## src/rtl/i2c_eng_pkg.sv

```systemverilog
package i2c_eng_pkg;
    localparam int ADDR_W = 3;

    localparam logic [ADDR_W-1:0] ADR_CTRL = 3'd0;
    localparam logic [ADDR_W-1:0] ADR_DATA = 3'd1;
    localparam logic [ADDR_W-1:0] ADR_IEN  = 3'd2;
    localparam logic [ADDR_W-1:0] ADR_STAT = 3'd3;
    localparam logic [ADDR_W-1:0] ADR_TIME = 3'd4;

    localparam logic [1:0] CMD_START = 2'd1;
    localparam logic [1:0] CMD_STOP  = 2'd2;

    localparam int ST_NAK  = 0;
    localparam int ST_TXE  = 1;
    localparam int ST_DONE = 3;
    localparam int ST_W    = 5;
    localparam logic [7:0] IEN_MASK = 8'h1B;

    typedef enum logic [1:0] {
        OP_START,
        OP_RESTART,
        OP_STOP,
        OP_BYTE
    } op_e;

    typedef enum logic [3:0] {
        PH_IDLE,
        PH_S_A, PH_S_B,
        PH_R_A, PH_R_B, PH_R_C, PH_R_D,
        PH_P_A, PH_P_B, PH_P_C,
        PH_B_LO, PH_B_HI
    } phase_e;
endpackage

```

## src/rtl/i2c_half_timer.sv

```systemverilog
module i2c_half_timer #(
    parameter int DIV_W = 8
) (
    input  logic             clk,
    input  logic             rst_n,
    input  logic             load,
    input  logic             run,
    input  logic [DIV_W-1:0] half,
    output logic             tick
);
    typedef struct packed {
        logic [DIV_W-1:0] cnt;
    } tmr_t;

    tmr_t t_d, t_q;

    always_comb begin
        t_d  = t_q;
        tick = run && (t_q.cnt == '0);
        if (load) begin
            t_d.cnt = half;
        end else if (run) begin
            t_d.cnt = tick ? half : t_q.cnt - 1'b1;
        end
    end

    always_ff @(posedge clk) begin
        if (!rst_n) t_q <= '0;
        else        t_q <= t_d;
    end

    // the running count never exceeds the programmed half period
    a_r11_count_within_half: assert property (@(posedge clk) disable iff (!rst_n)
        run |-> (t_q.cnt <= half));
endmodule

```

## src/rtl/i2c_bus_seq.sv

```systemverilog
module i2c_bus_seq
    import i2c_eng_pkg::*;
(
    input  logic       clk,
    input  logic       rst_n,
    input  logic       go,
    input  op_e        op,
    input  logic [7:0] tx_byte,
    input  logic       tick,
    input  logic       sda_in,
    output logic       busy,
    output logic       done,
    output op_e        done_op,
    output logic       done_nak,
    output logic       scl_oe,
    output logic       sda_oe
);
    localparam logic [3:0] ACK_SLOT = 4'd8;

    typedef struct packed {
        phase_e     ph;
        logic [3:0] bitn;
        logic [7:0] sh;
        logic       scl;
        logic       sda;
        op_e        op;
    } seq_t;

    seq_t s_d, s_q;

    always_comb begin
        s_d  = s_q;
        done = 1'b0;
        unique case (s_q.ph)
            PH_IDLE: begin
                if (go) begin
                    s_d.op = op;
                    unique case (op)
                        OP_START:   begin s_d.ph = PH_S_A; s_d.scl = 1'b0; s_d.sda = 1'b1; end
                        OP_RESTART: begin s_d.ph = PH_R_A; s_d.scl = 1'b1; s_d.sda = 1'b0; end
                        OP_STOP:    begin s_d.ph = PH_P_A; s_d.scl = 1'b1; s_d.sda = 1'b1; end
                        OP_BYTE: begin
                            s_d.ph   = PH_B_LO;
                            s_d.scl  = 1'b1;
                            s_d.sda  = ~tx_byte[7];
                            s_d.sh   = tx_byte;
                            s_d.bitn = '0;
                        end
                    endcase
                end
            end
            PH_S_A: if (tick) begin s_d.ph = PH_S_B; s_d.scl = 1'b1; end
            PH_S_B: if (tick) begin s_d.ph = PH_IDLE; done = 1'b1; end
            PH_R_A: if (tick) begin s_d.ph = PH_R_B; s_d.scl = 1'b0; end
            PH_R_B: if (tick) begin s_d.ph = PH_R_C; s_d.sda = 1'b1; end
            PH_R_C: if (tick) begin s_d.ph = PH_R_D; s_d.scl = 1'b1; end
            PH_R_D: if (tick) begin s_d.ph = PH_IDLE; done = 1'b1; end
            PH_P_A: if (tick) begin s_d.ph = PH_P_B; s_d.scl = 1'b0; end
            PH_P_B: if (tick) begin s_d.ph = PH_P_C; s_d.sda = 1'b0; end
            PH_P_C: if (tick) begin s_d.ph = PH_IDLE; done = 1'b1; end
            PH_B_LO: if (tick) begin s_d.ph = PH_B_HI; s_d.scl = 1'b0; end
            PH_B_HI: begin
                if (tick) begin
                    s_d.scl = 1'b1;
                    if (s_q.bitn == ACK_SLOT) begin
                        s_d.ph  = PH_IDLE;
                        s_d.sda = 1'b0;
                        done    = 1'b1;
                    end else begin
                        s_d.ph   = PH_B_LO;
                        s_d.bitn = s_q.bitn + 1'b1;
                        s_d.sh   = {s_q.sh[6:0], 1'b0};
                        s_d.sda  = (s_q.bitn == ACK_SLOT - 1'b1) ? 1'b0 : ~s_q.sh[6];
                    end
                end
            end
            default: s_d.ph = PH_IDLE;
        endcase
    end

    always_ff @(posedge clk) begin
        if (!rst_n) begin
            s_q    <= '0;
            s_q.ph <= PH_IDLE;
            s_q.op <= OP_START;
        end else begin
            s_q <= s_d;
        end
    end

    assign busy     = (s_q.ph != PH_IDLE);
    assign done_op  = s_q.op;
    assign done_nak = sda_in;
    assign scl_oe   = s_q.scl;
    assign sda_oe   = s_q.sda;

    // an accepted command makes the engine busy on the next cycle
    a_r3_go_starts_action: assert property (@(posedge clk) disable iff (!rst_n)
        go |=> busy);

    // busy drops right after the final phase ends
    a_r2_idle_after_done: assert property (@(posedge clk) disable iff (!rst_n)
        done |=> !busy);

    // with SCL released throughout, SDA moves only in start, restart or stop
    a_r4_sda_moves_only_framing: assert property (@(posedge clk) disable iff (!rst_n)
        (!scl_oe && !$past(scl_oe) && (sda_oe != $past(sda_oe))) |-> (s_q.op != OP_BYTE));

    // a finished stop leaves both lines released
    a_r5_stop_releases: assert property (@(posedge clk) disable iff (!rst_n)
        (done && s_q.op == OP_STOP) |=> (!scl_oe && !sda_oe));
endmodule

```

## src/rtl/i2c_host_regs.sv

```systemverilog
module i2c_host_regs
    import i2c_eng_pkg::*;
#(
    parameter int DIV_W    = 8,
    parameter int HALF_RST = 4
) (
    input  logic              clk,
    input  logic              rst_n,
    input  logic              wr,
    input  logic [ADDR_W-1:0] addr,
    input  logic [7:0]        wdata,
    input  logic              busy,
    input  logic              done,
    input  op_e               done_op,
    input  logic              done_nak,
    output logic [7:0]        rdata,
    output logic              irq,
    output logic              go,
    output op_e               op,
    output logic [7:0]        tx_byte,
    output logic [DIV_W-1:0]  half
);
    typedef struct packed {
        logic             en;
        logic [1:0]       cmd;
        logic             b3;
        logic [7:0]       data;
        logic [7:0]       ien;
        logic [ST_W-1:0]  stat;
        logic [DIV_W-1:0] half;
    } regs_t;

    regs_t r_d, r_q;

    always_comb begin
        r_d = r_q;
        go  = 1'b0;
        op  = OP_START;
        if (wr) begin
            unique case (addr)
                ADR_CTRL: begin
                    if (!busy) begin
                        r_d.en  = wdata[0];
                        r_d.cmd = wdata[2:1];
                        r_d.b3  = wdata[3];
                        if (wdata[0] && wdata[2:1] == CMD_START) begin
                            go = 1'b1;
                            op = wdata[3] ? OP_RESTART : OP_START;
                        end else if (wdata[0] && wdata[2:1] == CMD_STOP) begin
                            go = 1'b1;
                            op = OP_STOP;
                        end
                    end
                end
                ADR_DATA: begin
                    if (!busy) begin
                        r_d.data = wdata;
                        if (r_q.en) begin
                            go = 1'b1;
                            op = OP_BYTE;
                        end
                    end
                end
                ADR_IEN:  r_d.ien  = wdata & IEN_MASK;
                ADR_STAT: r_d.stat = r_q.stat & ~wdata[ST_W-1:0];
                ADR_TIME: if (!busy) r_d.half = wdata[DIV_W-1:0];
                default: ;
            endcase
        end
        if (done) begin
            r_d.stat[ST_DONE] = 1'b1;
            if (done_op == OP_BYTE) begin
                r_d.b3           = done_nak;
                r_d.stat[ST_TXE] = 1'b1;
                if (done_nak) r_d.stat[ST_NAK] = 1'b1;
            end
        end
    end

    always_ff @(posedge clk) begin
        if (!rst_n) begin
            r_q      <= '0;
            r_q.half <= DIV_W'(HALF_RST);
        end else begin
            r_q <= r_d;
        end
    end

    always_comb begin
        unique case (addr)
            ADR_CTRL: rdata = {4'b0, r_q.b3, r_q.cmd, r_q.en};
            ADR_DATA: rdata = r_q.data;
            ADR_IEN:  rdata = r_q.ien;
            ADR_STAT: rdata = {busy, 2'b00, r_q.stat};
            ADR_TIME: rdata = 8'(r_q.half);
            default:  rdata = 8'h00;
        endcase
    end

    assign irq     = |(r_q.ien[ST_W-1:0] & r_q.stat);
    assign tx_byte = wdata;
    assign half    = r_q.half;

    // the end of any action leaves session done set
    a_r8_done_sets_session: assert property (@(posedge clk) disable iff (!rst_n)
        done |=> r_q.stat[ST_DONE]);

    // a byte that ends with SDA high leaves the NAK flag set
    a_r7_nak_recorded: assert property (@(posedge clk) disable iff (!rst_n)
        (done && done_op == OP_BYTE && done_nak) |=> (r_q.stat[ST_NAK] && r_q.b3));

    // timing value cannot change while an action runs
    a_r2_timing_frozen: assert property (@(posedge clk) disable iff (!rst_n)
        (busy && $past(busy)) |-> $stable(r_q.half));
endmodule

```

## src/rtl/i2c_cmd_engine.sv

```systemverilog
module i2c_cmd_engine
    import i2c_eng_pkg::*;
#(
    parameter int DIV_W    = 8,
    parameter int HALF_RST = 4
) (
    input  logic              clk,
    input  logic              rst_n,
    input  logic              reg_wr,
    input  logic [ADDR_W-1:0] reg_addr,
    input  logic [7:0]        reg_wdata,
    output logic [7:0]        reg_rdata,
    output logic              irq,
    output logic              scl_oe,
    output logic              sda_oe,
    input  logic              sda_in
);
    logic             go, busy, done, done_nak, tick;
    op_e              op, done_op;
    logic [7:0]       tx_byte;
    logic [DIV_W-1:0] half;

    i2c_host_regs #(.DIV_W(DIV_W), .HALF_RST(HALF_RST)) u_regs (
        .clk      (clk),
        .rst_n    (rst_n),
        .wr       (reg_wr),
        .addr     (reg_addr),
        .wdata    (reg_wdata),
        .busy     (busy),
        .done     (done),
        .done_op  (done_op),
        .done_nak (done_nak),
        .rdata    (reg_rdata),
        .irq      (irq),
        .go       (go),
        .op       (op),
        .tx_byte  (tx_byte),
        .half     (half)
    );

    i2c_half_timer #(.DIV_W(DIV_W)) u_tmr (
        .clk   (clk),
        .rst_n (rst_n),
        .load  (go),
        .run   (busy),
        .half  (half),
        .tick  (tick)
    );

    i2c_bus_seq u_seq (
        .clk      (clk),
        .rst_n    (rst_n),
        .go       (go),
        .op       (op),
        .tx_byte  (tx_byte),
        .tick     (tick),
        .sda_in   (sda_in),
        .busy     (busy),
        .done     (done),
        .done_op  (done_op),
        .done_nak (done_nak),
        .scl_oe   (scl_oe),
        .sda_oe   (sda_oe)
    );
endmodule

```

## config.mk

```make
export PLATFORM = sky130hd
export DESIGN_NAME = i2c_cmd_engine
export DESIGN_NICKNAME = d
export VERILOG_FILES = /design/src/rtl/i2c_eng_pkg.sv /design/src/rtl/i2c_half_timer.sv /design/src/rtl/i2c_bus_seq.sv /design/src/rtl/i2c_host_regs.sv /design/src/rtl/i2c_cmd_engine.sv
export SDC_FILE = /design/constraint.sdc
export NUM_CORES = 1
export LEC_CHECK = 0
export ABC_AREA = 1
export BUFFER_PORTS_ARGS = -buffer_cell sky130_fd_sc_hd__clkbuf_2
export CORE_AREA = 2 2 81 83
export DETAILED_ROUTE_END_ITERATION = 12
export DIE_AREA = 0 0 83 85
export GPL_TIMING_DRIVEN = 1
export PLACE_DENSITY = 0.74
export RECOVER_POWER = 25
export REMOVE_ABC_BUFFERS = 1
export SETUP_SLACK_MARGIN = 0.02
export SLEW_MARGIN = 30
export SYNTH_ARGS = -nofsm -noshare
export SYNTH_HDL_FRONTEND = slang
export SYNTH_SLANG_ARGS = --single-unit
```

## constraint.sdc

```tcl
create_clock -name clk -period 1.74 [get_ports clk]
set_input_delay 0.174 -clock clk [delete_from_list [all_inputs] [get_ports clk]]
set_output_delay 0.174 -clock clk [all_outputs]
set_load 0.1 [all_outputs]
```

==> flow_metrics.tcl, run 1 <==
set metrics [dict create \
    ant_nets 0 \
    wire_per_inst_um 14.77 \
    violations "negative setup slack" \
    yosysWarnings 0 \
    die_area_mm2 0.007055 \
    multi_input_area_mm2 0.001862 \
    finClkSkew_ps 5.861 \
    crit_arrival_ps 2010 \
    drtIter0Drc 256 \
    ctsHtreeMaxLevel 2 \
    clock_latency_ps 310 \
    wirelength_um 9184 \
    status "finished with violations" \
    num_rows 29 \
    cp_max_fo 6 \
    dp_hpwl_um 6487 \
    numCtsBuffers 5 \
    grt_pass1_vias 3209 \
    powerDensity_mw_per_mm2 616.2 \
    antenna_cells 0 \
    port_buffers 25 \
    num_io_pins 26 \
    synthCells 483 \
    setup_viol 2 \
    drv_slew 0 \
    syn_avg_cell_area_um2 6.694 \
    clk_path_buf_depth 2 \
    yosysSeqAreaShare_pct 34.67 \
    worstPathRequired_ps 1990 \
    hold_class "in -> reg" \
    worstSetupPathType "reg -> reg" \
    r2r-start "u_seq.s_q[16]" \
    viasPerCell 5.526 \
    grt_use_total_pct 25.09 \
    grt-ovfl-total 0 \
    grt_pass1_wl_um 14740 \
    fmax_mhz 568.8 \
    die-width_um 83 \
    fin_util_pct 65.50 \
    r2r-end "u_tmr.t_q[7]" \
    postLayoutSetupSlackWorst_ps -18.13 \
    cts_num_sinks 56 \
    antenna_found_initial 0 \
    fp.dieH_um 85 \
    p_total_mw 2.504 \
    hp-start "reg_wdata[5]" \
    worstHoldEndpoint "u_regs.r_q[26]" \
    cts_tree "done" \
    nNetsFinal 563 \
    vias 3437 \
    core_area_mm2 0.006205 \
    setup_tns_ps -28.11 \
    ys_types 33 \
    leakagePower_nw 1.873 \
    slew_headroom_pct 53.71 \
    gp_congestion 0.8972 \
    worstHoldPathCells 3 \
    dr.pass1.iters 5 \
    ys_ff_latch 56 \
    crit_path_start_kind "flop" \
    tightest_slew_ps 693.6 \
    cts_hold_buf 0 \
    r2r_cells 11 \
    layout-drive-gt1-share_pct 20.92 \
    initial_core_util_pct 52.11 \
    finalCriticalPeriod_ps 1758 \
    drcViolationCount 0 \
    rsz0062_at_grt "yes" \
    clockRootBuffer "clkbuf_8" \
    ir_drop_mv 0.4555 \
    drv_cap 0 \
    grt_max_degree 33 \
    period_share_pct 101.0 \
    hold_viol 0 \
    rrSetupSlack_ps -20 \
    clk_pin_slew_ps 100 \
    syn_to_final_growth_pct 25.70 \
    seqCellArea_mm2 0.001137 \
    synth_area_mm2 0.003233 \
    fillers 536 \
    cp-end-kind "flop" \
]
[sequential cells by signal (all words and copies together), names as in the netlist]
register,cells
u_seq.s_q,15
u_regs.half,8
u_seq.done_op,2
u_seq.sda_oe,1
u_tmr.t_q,8
u_regs.r_q,21
u_seq.scl_oe,1
[stage by stage]
stage	setup slack (ps)	instances	instance area, um2	hold WS, ps
after CTS	-28.93	605	3809	146.0
after global routing	-57.97	622	4064	152.4
after global placement	-57.40	594	3665	436.3
after detailed placement	-79.34	594	3665	444.4
final	-18.13	622	4064	144.6
after floorplan	-1177	471	3151	294.4
[cell type report]
class | count | share of cell area, %
multi-input cells | 346 | 45.81
flip-flops and latches | 56 | 27.99
repair buffers | 65 | 14.50
inverters | 70 | 6.589
well taps | 77 | 2.371
clock buffers | 6 | 1.786
clock inverters | 2 | 0.9544
[where the power goes]
group / internal [mW] / switching (mW)
clock network: 0.436 / 0.446
logic: 0.107 / 0.201
registers: 1.30 / 0.0152
total: 1.84 / 0.662
[routing by layer]
metal,track usage (%),part of all wire [%],vias to the layer above
li1,-,-,1709
met4,8.793,2.3,0
met3,3.794,6.8,23
met2,41.42,47,150
met5,0,0,-
met1,33.66,43,1555
[cell families (layout without fill, tap and decap cells)]
group | count (synthesis) | in the layout | synth area share [%]
and+or+nand+nor | 239 | 240 | 35.68
AOI/OAI and AO/OA | 100 | 100 | 16.87
buffers and inverters | 82 | 143 | 10.68
DFF | 56 | 56 | 34.68
adders and majority gates | 4 | 4 | 1.548
xor gates and xnor gates | 2 | 2 | 0.5419
[worst max-delay path, cell delays in order, from the launching register on]
cell and delay [ps]:
dfxtp_4 380, nor2_4 160, nand2_4 120, nor2_8 190, nand3_4 190, buf_6 190
buf_6 110, nand4_1 60, nand2_1 50, nand2_1 70, nand2_1 50, nor2_1 120
[cells in the final DEF, fill, tap and decap left out, types with 4 or more instances in the layout]
cell type	netlist	routed
buf_12	0	9
nor3_1	7	6
o21ai_0	41	39
nand3_4	3	5
nand2_1	106	104
clkbuf_8	0	5
a21oi_1	42	38
dfxtp_4	0	4
dfxtp_1	56	51
a21oi_2	1	5
o22ai_1	5	5
clkbuf_2	0	16
inv_1	67	65
nand3_1	43	41
buf_6	3	5
buf_4	0	32
nand2_2	3	5
nor2_1	49	48
ha_1	4	4
nand4_1	10	10
o211ai_1	5	5
[how the worst max path moves through the flow]
stage                        from             to  slack [ps]  cells after the start
global route        u_seq.s_q[16]   u_tmr.t_q[0]         -60                      9
finish              u_seq.s_q[16]   u_tmr.t_q[7]         -20                     11
CTS                 u_seq.s_q[19]   reg_rdata[7]         -30                      5
floorplan             reg_addr[0]   reg_rdata[5]       -1180                      5
global placement    u_seq.s_q[17]  u_seq.s_q[19]         -60                      8
detailed placement  u_seq.s_q[17]   u_tmr.t_q[1]         -80                     10
[synthesized netlist by cell type]
master / instances / area, um2
o21ai_0: 41 / 205.2
clkbuf_1: 5 / 18.77
a21oi_2: 1 / 8.760
dfxtp_1: 56 / 1121
o211ai_1: 5 / 37.54
nand3_4: 3 / 52.55
buf_6: 3 / 33.78
nand3_1: 43 / 215.2
nand4_4: 1 / 21.27
nand2_4: 3 / 33.78
and3_1: 1 / 6.260
ha_1: 4 / 50.05
inv_1: 67 / 251.5
a31oi_1: 1 / 6.260
or2_2: 5 / 31.28
buf_2: 3 / 15.01
nand4_1: 10 / 62.56
o22ai_1: 5 / 31.28
nor2_4: 3 / 33.78
nor2_8: 1 / 20.02
xor2_1: 2 / 17.52
a221oi_1: 3 / 26.28
nor3_1: 7 / 35.03
nand2_1: 106 / 397.9
a21oi_1: 42 / 210.2
buf_8: 1 / 15.01
nor3_4: 1 / 16.27
nand3_2: 1 / 10.01
nor2_1: 49 / 183.9
a221o_1: 2 / 20.02
nand3b_1: 2 / 15.01
inv_2: 3 / 11.26
nand2_2: 3 / 18.77
[timing repair]
item                                   CTS  global route
cloned                                   0             1
resized for setup                        5            34
endpoints found under the hold margin    0             0
buffers inserted                         3            16
pin swaps                                0            15
setup endpoints to repair               21            29
Power figures use the tool's default switching activity.
==> inputs of run 2 (changes only) <==
Settings changed: CORE_AREA 2 2 81 83 to 2 2 137 99, DIE_AREA 0 0 83 85 to 0 0 139 101, PLACE_DENSITY 0.74 to not set.
==> run 2 against run 1 <==
Against the previous run:
- the run now ends clean
- sequential power is essentially flat
- clock power grew 35%
- clock skew grew 2.5 ps
- first-iteration DRC count grew 16%
- register-to-register slack gained 98 ps
- cell area grew 4.5%
- die area grew 99%
- critical path depth shrank 5
- fmax grew 5.2%
- routed wire length grew 6.2%
==> flow_metrics.tcl, run 2 (synthesis results as in run 1) <==
set metrics [dict create \
    grt_use_met2_pct 21.71 \
    period_share_pct 96.04 \
    crit_arrival_ps 1500 \
    fmax_mhz 598.4 \
    cts_num_sinks 56 \
    rsz0062_at_grt "yes" \
    rrSetupSlack_ps 80 \
    cts_tree "done" \
    viasPerCell 4.786 \
    setup_tns_ps 0 \
    layout-drive-gt1-share_pct 21.88 \
    fp.dieH_um 101 \
    ir_drop_mv 0.3496 \
    die_area_mm2 0.01404 \
    grt-ovfl-total 0 \
    cp_num_cells 6 \
    hold_class "in -> reg" \
    powerDensity_mw_per_mm2 663.7 \
    gr-max-usage-layer "met2" \
    grt_max_degree 33 \
    cp.buffers_inverters 3 \
    numCtsBuffers 5 \
    postLayoutSetupSlackWorst_ps 68.83 \
    wire_per_inst_um 13.56 \
    final_cell_mix "nand2_1, inv_1, dfxtp_1" \
    drv_slew 0 \
    leakagePower_nw 1.927 \
    vias 3441 \
    finClkSkew_ps 8.379 \
    place_area_mm2 0.003809 \
    cpPeakStageDelay_ps 360 \
    clk_pin_slew_ps 70 \
    top_register "u_regs.r_q" \
    die-width_um 139 \
    antenna_found_initial 0 \
    drv_cap 0 \
    core_area_mm2 0.01279 \
    fin_util_pct 33.20 \
    syn_to_final_growth_pct 31.31 \
    antenna_cells 0 \
    worstPathCellList "nor2_4 > nand2_4 > inv_4 > o211ai_1 > buf_4 > buf_12" \
    clk_path_buf_depth 2 \
    wirelength_um 9750 \
    tightest_slew_ps 672.9 \
    worstSetupPathType "reg -> out" \
    r2r-end "u_tmr.t_q[5]" \
    drcViolationCount 0 \
    status "finished, final reports clean" \
    worstPathRequired_ps 1570 \
    final_common_cell "nand2_1" \
    clock_latency_ps 290 \
    ant_nets 0 \
    cp_max_fo 3 \
    path_delay_family "buffers and inverters" \
    ctsHtreeMaxLevel 2 \
    grtUsageMet3_pct 1.995 \
    dp_hpwl_um 7323 \
    grt_pass1_vias 3070 \
    dr.pass1.iters 5 \
    r2r_cells 8 \
    drtIter0Drc 296 \
    worstHoldPathCells 3 \
    hp-start "reg_wdata[5]" \
    nNetsFinal 571 \
    clockRootBuffer "clkbuf_16" \
    grt_use_total_pct 13.83 \
    met1_usage_pct 20.44 \
    fillers 1380 \
    critPathSlowestCell "dfxtp_2" \
    num_rows 35 \
    largest_register_ffs 21 \
    worstHoldEndpoint "u_regs.r_q[26]" \
    grt_pass1_wl_um 15610 \
    finalCriticalPeriod_ps 1671 \
    reg.largest.list "u_regs.r_q: 21 flops, u_seq.s_q: 15 flops" \
    crit_path_start_kind "flop" \
    gp_congestion 0.9074 \
    cp-end-kind "output port" \
    num_io_pins 26 \
    initial_core_util_pct 25.28 \
    slew_headroom_pct 55.09 \
    r2r-start "u_seq.s_q[16]" \
    hold_viol 0 \
    design_area_mm2 0.004245 \
    port_buffers 25 \
    setup_viol 0 \
    pre_cts_slack_ps -7.330 \
]
[run 2: cell types whose count changed in the layout (fill, tap and decap cells not counted), moves of 3 or more]
cell and change:
a21oi_1 +3, a21oi_2 -3, buf_4 +10, buf_6 -4, clkbuf_16 +4, clkbuf_8 -4
[run 2: tightest hold or removal path: cells and delay by family]
family	cells	cell delay, ps
buf+inv	1	110
compound gates	1	80
simple gates	1	80
[run 2: metrics by stage]
step / cells / hold slack (ps) / power (mW)
after global routing: 719 / 185.7 / 2.938
after detailed placement: 689 / 453.7 / 1.649
after CTS: 700 / 172.4 / 2.832
final: 719 / 181.8 / 2.818
after floorplan: 471 / 294.4 / 1.516
after global placement: 689 / 445.5 / 1.647
[run 2: worst max-delay path by stage]
stage | slack (ps) | startpoint | end
after floorplan | -1180 | reg_addr[0] | reg_rdata[5]
after global placement | 60 | u_seq.s_q[19] | u_seq.s_q[18]
after detailed placement | -7 | u_seq.s_q[19] | u_tmr.t_q[4]
after CTS | 20 | u_seq.s_q[16] | reg_rdata[7]
after global routing | 8 | u_seq.s_q[16] | u_tmr.t_q[5]
final | 70 | u_seq.s_q[17] | reg_rdata[7]
[run 2: power breakdown]
| part | total (mW) | internal (mW) | switching [mW] |
|---|---|---|---|
| combinational | 0.317 | 0.110 | 0.207 |
| sequential | 1.31 | 1.30 | 0.0149 |
| clock | 1.19 | 0.722 | 0.464 |
[run 2: final cells by class]
class	instances	area, um2	share of cell area (%)
clock buffer	6	138.9	3.271
clock inverter	2	38.79	0.9136
inverter	70	265.3	6.248
multi-input combinational	345	1832	43.15
sequential	56	1134	26.70
tap	166	207.7	4.892
timing repair buffer	74	629.4	14.82
[run 2: repair_timing]
action,4_1_cts,5_1_grt
resized for setup,9,20
endpoints found under the hold margin,0,0
setup endpoints to repair,6,35
buffers inserted,3,19
pin swaps,3,12
hold buffers,0,0
[run 2: layer usage]
| layer | up-vias | share of wire [%] |
|---|---|---|
| li1 | 1722 | - |
| met1 | 1603 | 50 |
| met2 | 110 | 43 |
| met3 | 6 | 5.7 |
| met4 | 0 | 0.44 |
| met5 | - | 0 |
==> inputs of run 3 (changes only) <==
Settings changed: BUFFER_PORTS_ARGS -buffer_cell sky130_fd_sc_hd__clkbuf_2 to -buffer_cell sky130_fd_sc_hd__buf_2, CORE_AREA 2 2 137 99 to 2 2 96 70, DIE_AREA 0 0 139 101 to 0 0 98 72, GPL_TIMING_DRIVEN 1 to 0, PLACE_DENSITY set to 0.75.
==> run 3 against run 2 <==
Against the previous run:
- final cell count decreased by 15%
- clock power fell by 39%
- critical path depth is 1 higher
- register-to-register slack got worse by 60 ps
- total power is 17% lower
- critical path type is now in -> out
- critical endpoint is now reg_rdata[3]
- utilization rose by 31 points
==> flow_metrics.tcl, run 3 (synthesis results as in run 1) <==
set metrics [dict create \
    status "finished, final reports clean" \
    rrSetupSlack_ps 20 \
    met1_usage_pct 37.39 \
    num_rows 24 \
    dr.pass1.iters 5 \
    largest_register_ffs 21 \
    design_area_mm2 0.003911 \
    cp_max_fo 7 \
    grt_use_total_pct 26.01 \
    cts_hold_buf 0 \
    ir_drop_mv 0.3541 \
    whs_ps 138.9 \
    rsz0062_at_grt "yes" \
    grtUsageMet3_pct 5.106 \
    worstPathRequired_ps 1570 \
    leakagePower_nw 1.782 \
    cp-end-kind "output port" \
    layout-drive-gt1-share_pct 21.72 \
    cpPeakStageDelay_ps 370 \
    gr-max-usage-layer "met2" \
    postLayoutSetupSlackWorst_ps 14.33 \
    reg.largest.list "u_regs.r_q: 21 flops, u_seq.s_q: 15 flops" \
    crit_arrival_ps 1550 \
    die_area_mm2 0.007056 \
    fillers 552 \
    fin_util_pct 64.16 \
    die-width_um 98 \
    worstHoldPathCells 3 \
    nNetsFinal 553 \
    grt_use_met2_pct 40.33 \
    sequentialPowerShare_pct 56.3 \
    clockPowerShare_pct 31.0 \
    final_common_cell "nand2_1" \
    antenna_found_initial 0 \
    gp_congestion 1.028 \
    clock_latency_ps 320 \
    crit_top_cell "inv_1" \
    period_share_pct 99.18 \
    multi_input_area_mm2 0.001878 \
    grt_max_degree 34 \
    r2r-start "u_seq.s_q[19]" \
    grt_pass1_vias 3077 \
    worstPathCellList "clkbuf_1 > inv_1 > nand3_1 > inv_1 > a221oi_1 > nand2_1 > clkbuf_4" \
    finClkSkew_ps 7.385 \
    top_register "u_regs.r_q" \
    syn_to_final_growth_pct 20.98 \
    port_buffers 25 \
    wire_per_inst_um 14.86 \
    critPathSlowestCell "a221oi_1" \
    cts_tree "done" \
    hp-start "reg_wdata[2]" \
    slew_headroom_pct 45.12 \
    cts_num_sinks 56 \
    combPwrFrac_pct 12.7 \
    netSwitchingPower_mw 0.6615 \
    numCtsBuffers 5 \
    hold_viol 0 \
    fmax_mhz 579.5 \
    setup_viol 0 \
    final_cell_mix "nand2_1, inv_1, dfxtp_1" \
    r2r-end "u_seq.s_q[18]" \
    pre_cts_slack_ps -399.2 \
    clk_path_buf_depth 2 \
    place_area_mm2 0.003373 \
    crit_path_start_kind "primary input" \
    num_io_pins 26 \
    p_total_mw 2.338 \
    drtIter0Drc 296 \
    dp_hpwl_um 6339 \
    hold_class "in -> reg" \
    antenna_cells 0 \
    wirelength_um 9095 \
    clockRootBuffer "clkbuf_8" \
    clk_pin_slew_ps 90 \
    initial_core_util_pct 53.04 \
    finalCriticalPeriod_ps 1726 \
    tightest_slew_ps 822.3 \
    worstHoldEndpoint "u_regs.half[2]" \
    core_area_mm2 0.006096 \
    internal_power_mw 1.676 \
    drv_cap 0 \
    fp.dieH_um 72 \
    grt-ovfl-total 0 \
    powerDensity_mw_per_mm2 597.7 \
    drv_slew 0 \
    ctsHtreeMaxLevel 2 \
    p_sw_share_pct 28.29 \
    worstSetupPathType "in -> out" \
    vias 3465 \
    ant_nets 0 \
    cp.buffers_inverters 4 \
    r2r_cells 9 \
    seqCellArea_mm2 0.001139 \
    drcViolationCount 0 \
    viasPerCell 5.662 \
    grt_pass1_wl_um 14730 \
    path_delay_family "buffers and inverters" \
]
## run 3: routing by layer
layer | up-vias | wire length [um]
met5 | - | 0
met4 | 0 | 133
met3 | 17 | 673
met2 | 148 | 4022
met1 | 1611 | 4266
li1 | 1689 | -
## run 3: worst max-delay path by stage
| stage | startpoint | to | slack (ps) | cells past startpoint |
|---|---|---|---|---|
| 6_report | reg_addr[1] | reg_rdata[3] | 10 | 7 |
| 5_1_grt | u_seq.s_q[19] | u_seq.s_q[17] | -90 | 9 |
| 4_1_cts | u_seq.s_q[16] | reg_rdata[7] | -20 | 5 |
| 3_5_place_dp | reg_addr[0] | u_regs.half[6] | -400 | 9 |
| 3_3_place_gp | reg_addr[0] | u_regs.half[6] | -340 | 9 |
| 2_1_floorplan | reg_addr[0] | reg_rdata[5] | -1180 | 5 |
## run 3: tightest hold or removal path, stage by stage
cell     delay [ps]
buf_2           120
a21oi_1          70
o21ai_0          60
## run 3: what timing repair did
| item | in CTS | in global routing |
|---|---|---|
| resized for setup | 22 | 41 |
| endpoints found under the setup margin | 47 | 41 |
| buffers inserted | 19 | 11 |
| cloned | 1 | 0 |
| pin swaps | 8 | 12 |
## run 3: cell type report
type                    count  area share [%]
clock buffers               6           1.855
clock inverters             1          0.2239
inverters                  70           6.878
multi-input cells         346           48.02
flip-flops and latches     56           29.11
well taps                  78           2.495
repair buffers             55           11.42
## run 3: power by group through the flow
stage	logic, mW	registers [mW]	clock network, mW
floorplan	0.167	1.35	0
global placement	0.248	1.35	0
detailed placement	0.253	1.35	0
CTS	0.277	1.32	0.724
global route	0.325	1.32	0.779
finish	0.297	1.32	0.726
## run 3: per-stage QoR
stage / std cells / setup TNS [ps]
after floorplan: 471 / -4895
after detailed placement: 574 / -6974
after global routing: 612 / -528.9
final: 612 / 0
after global placement: 574 / -4887
after CTS: 601 / -16.96
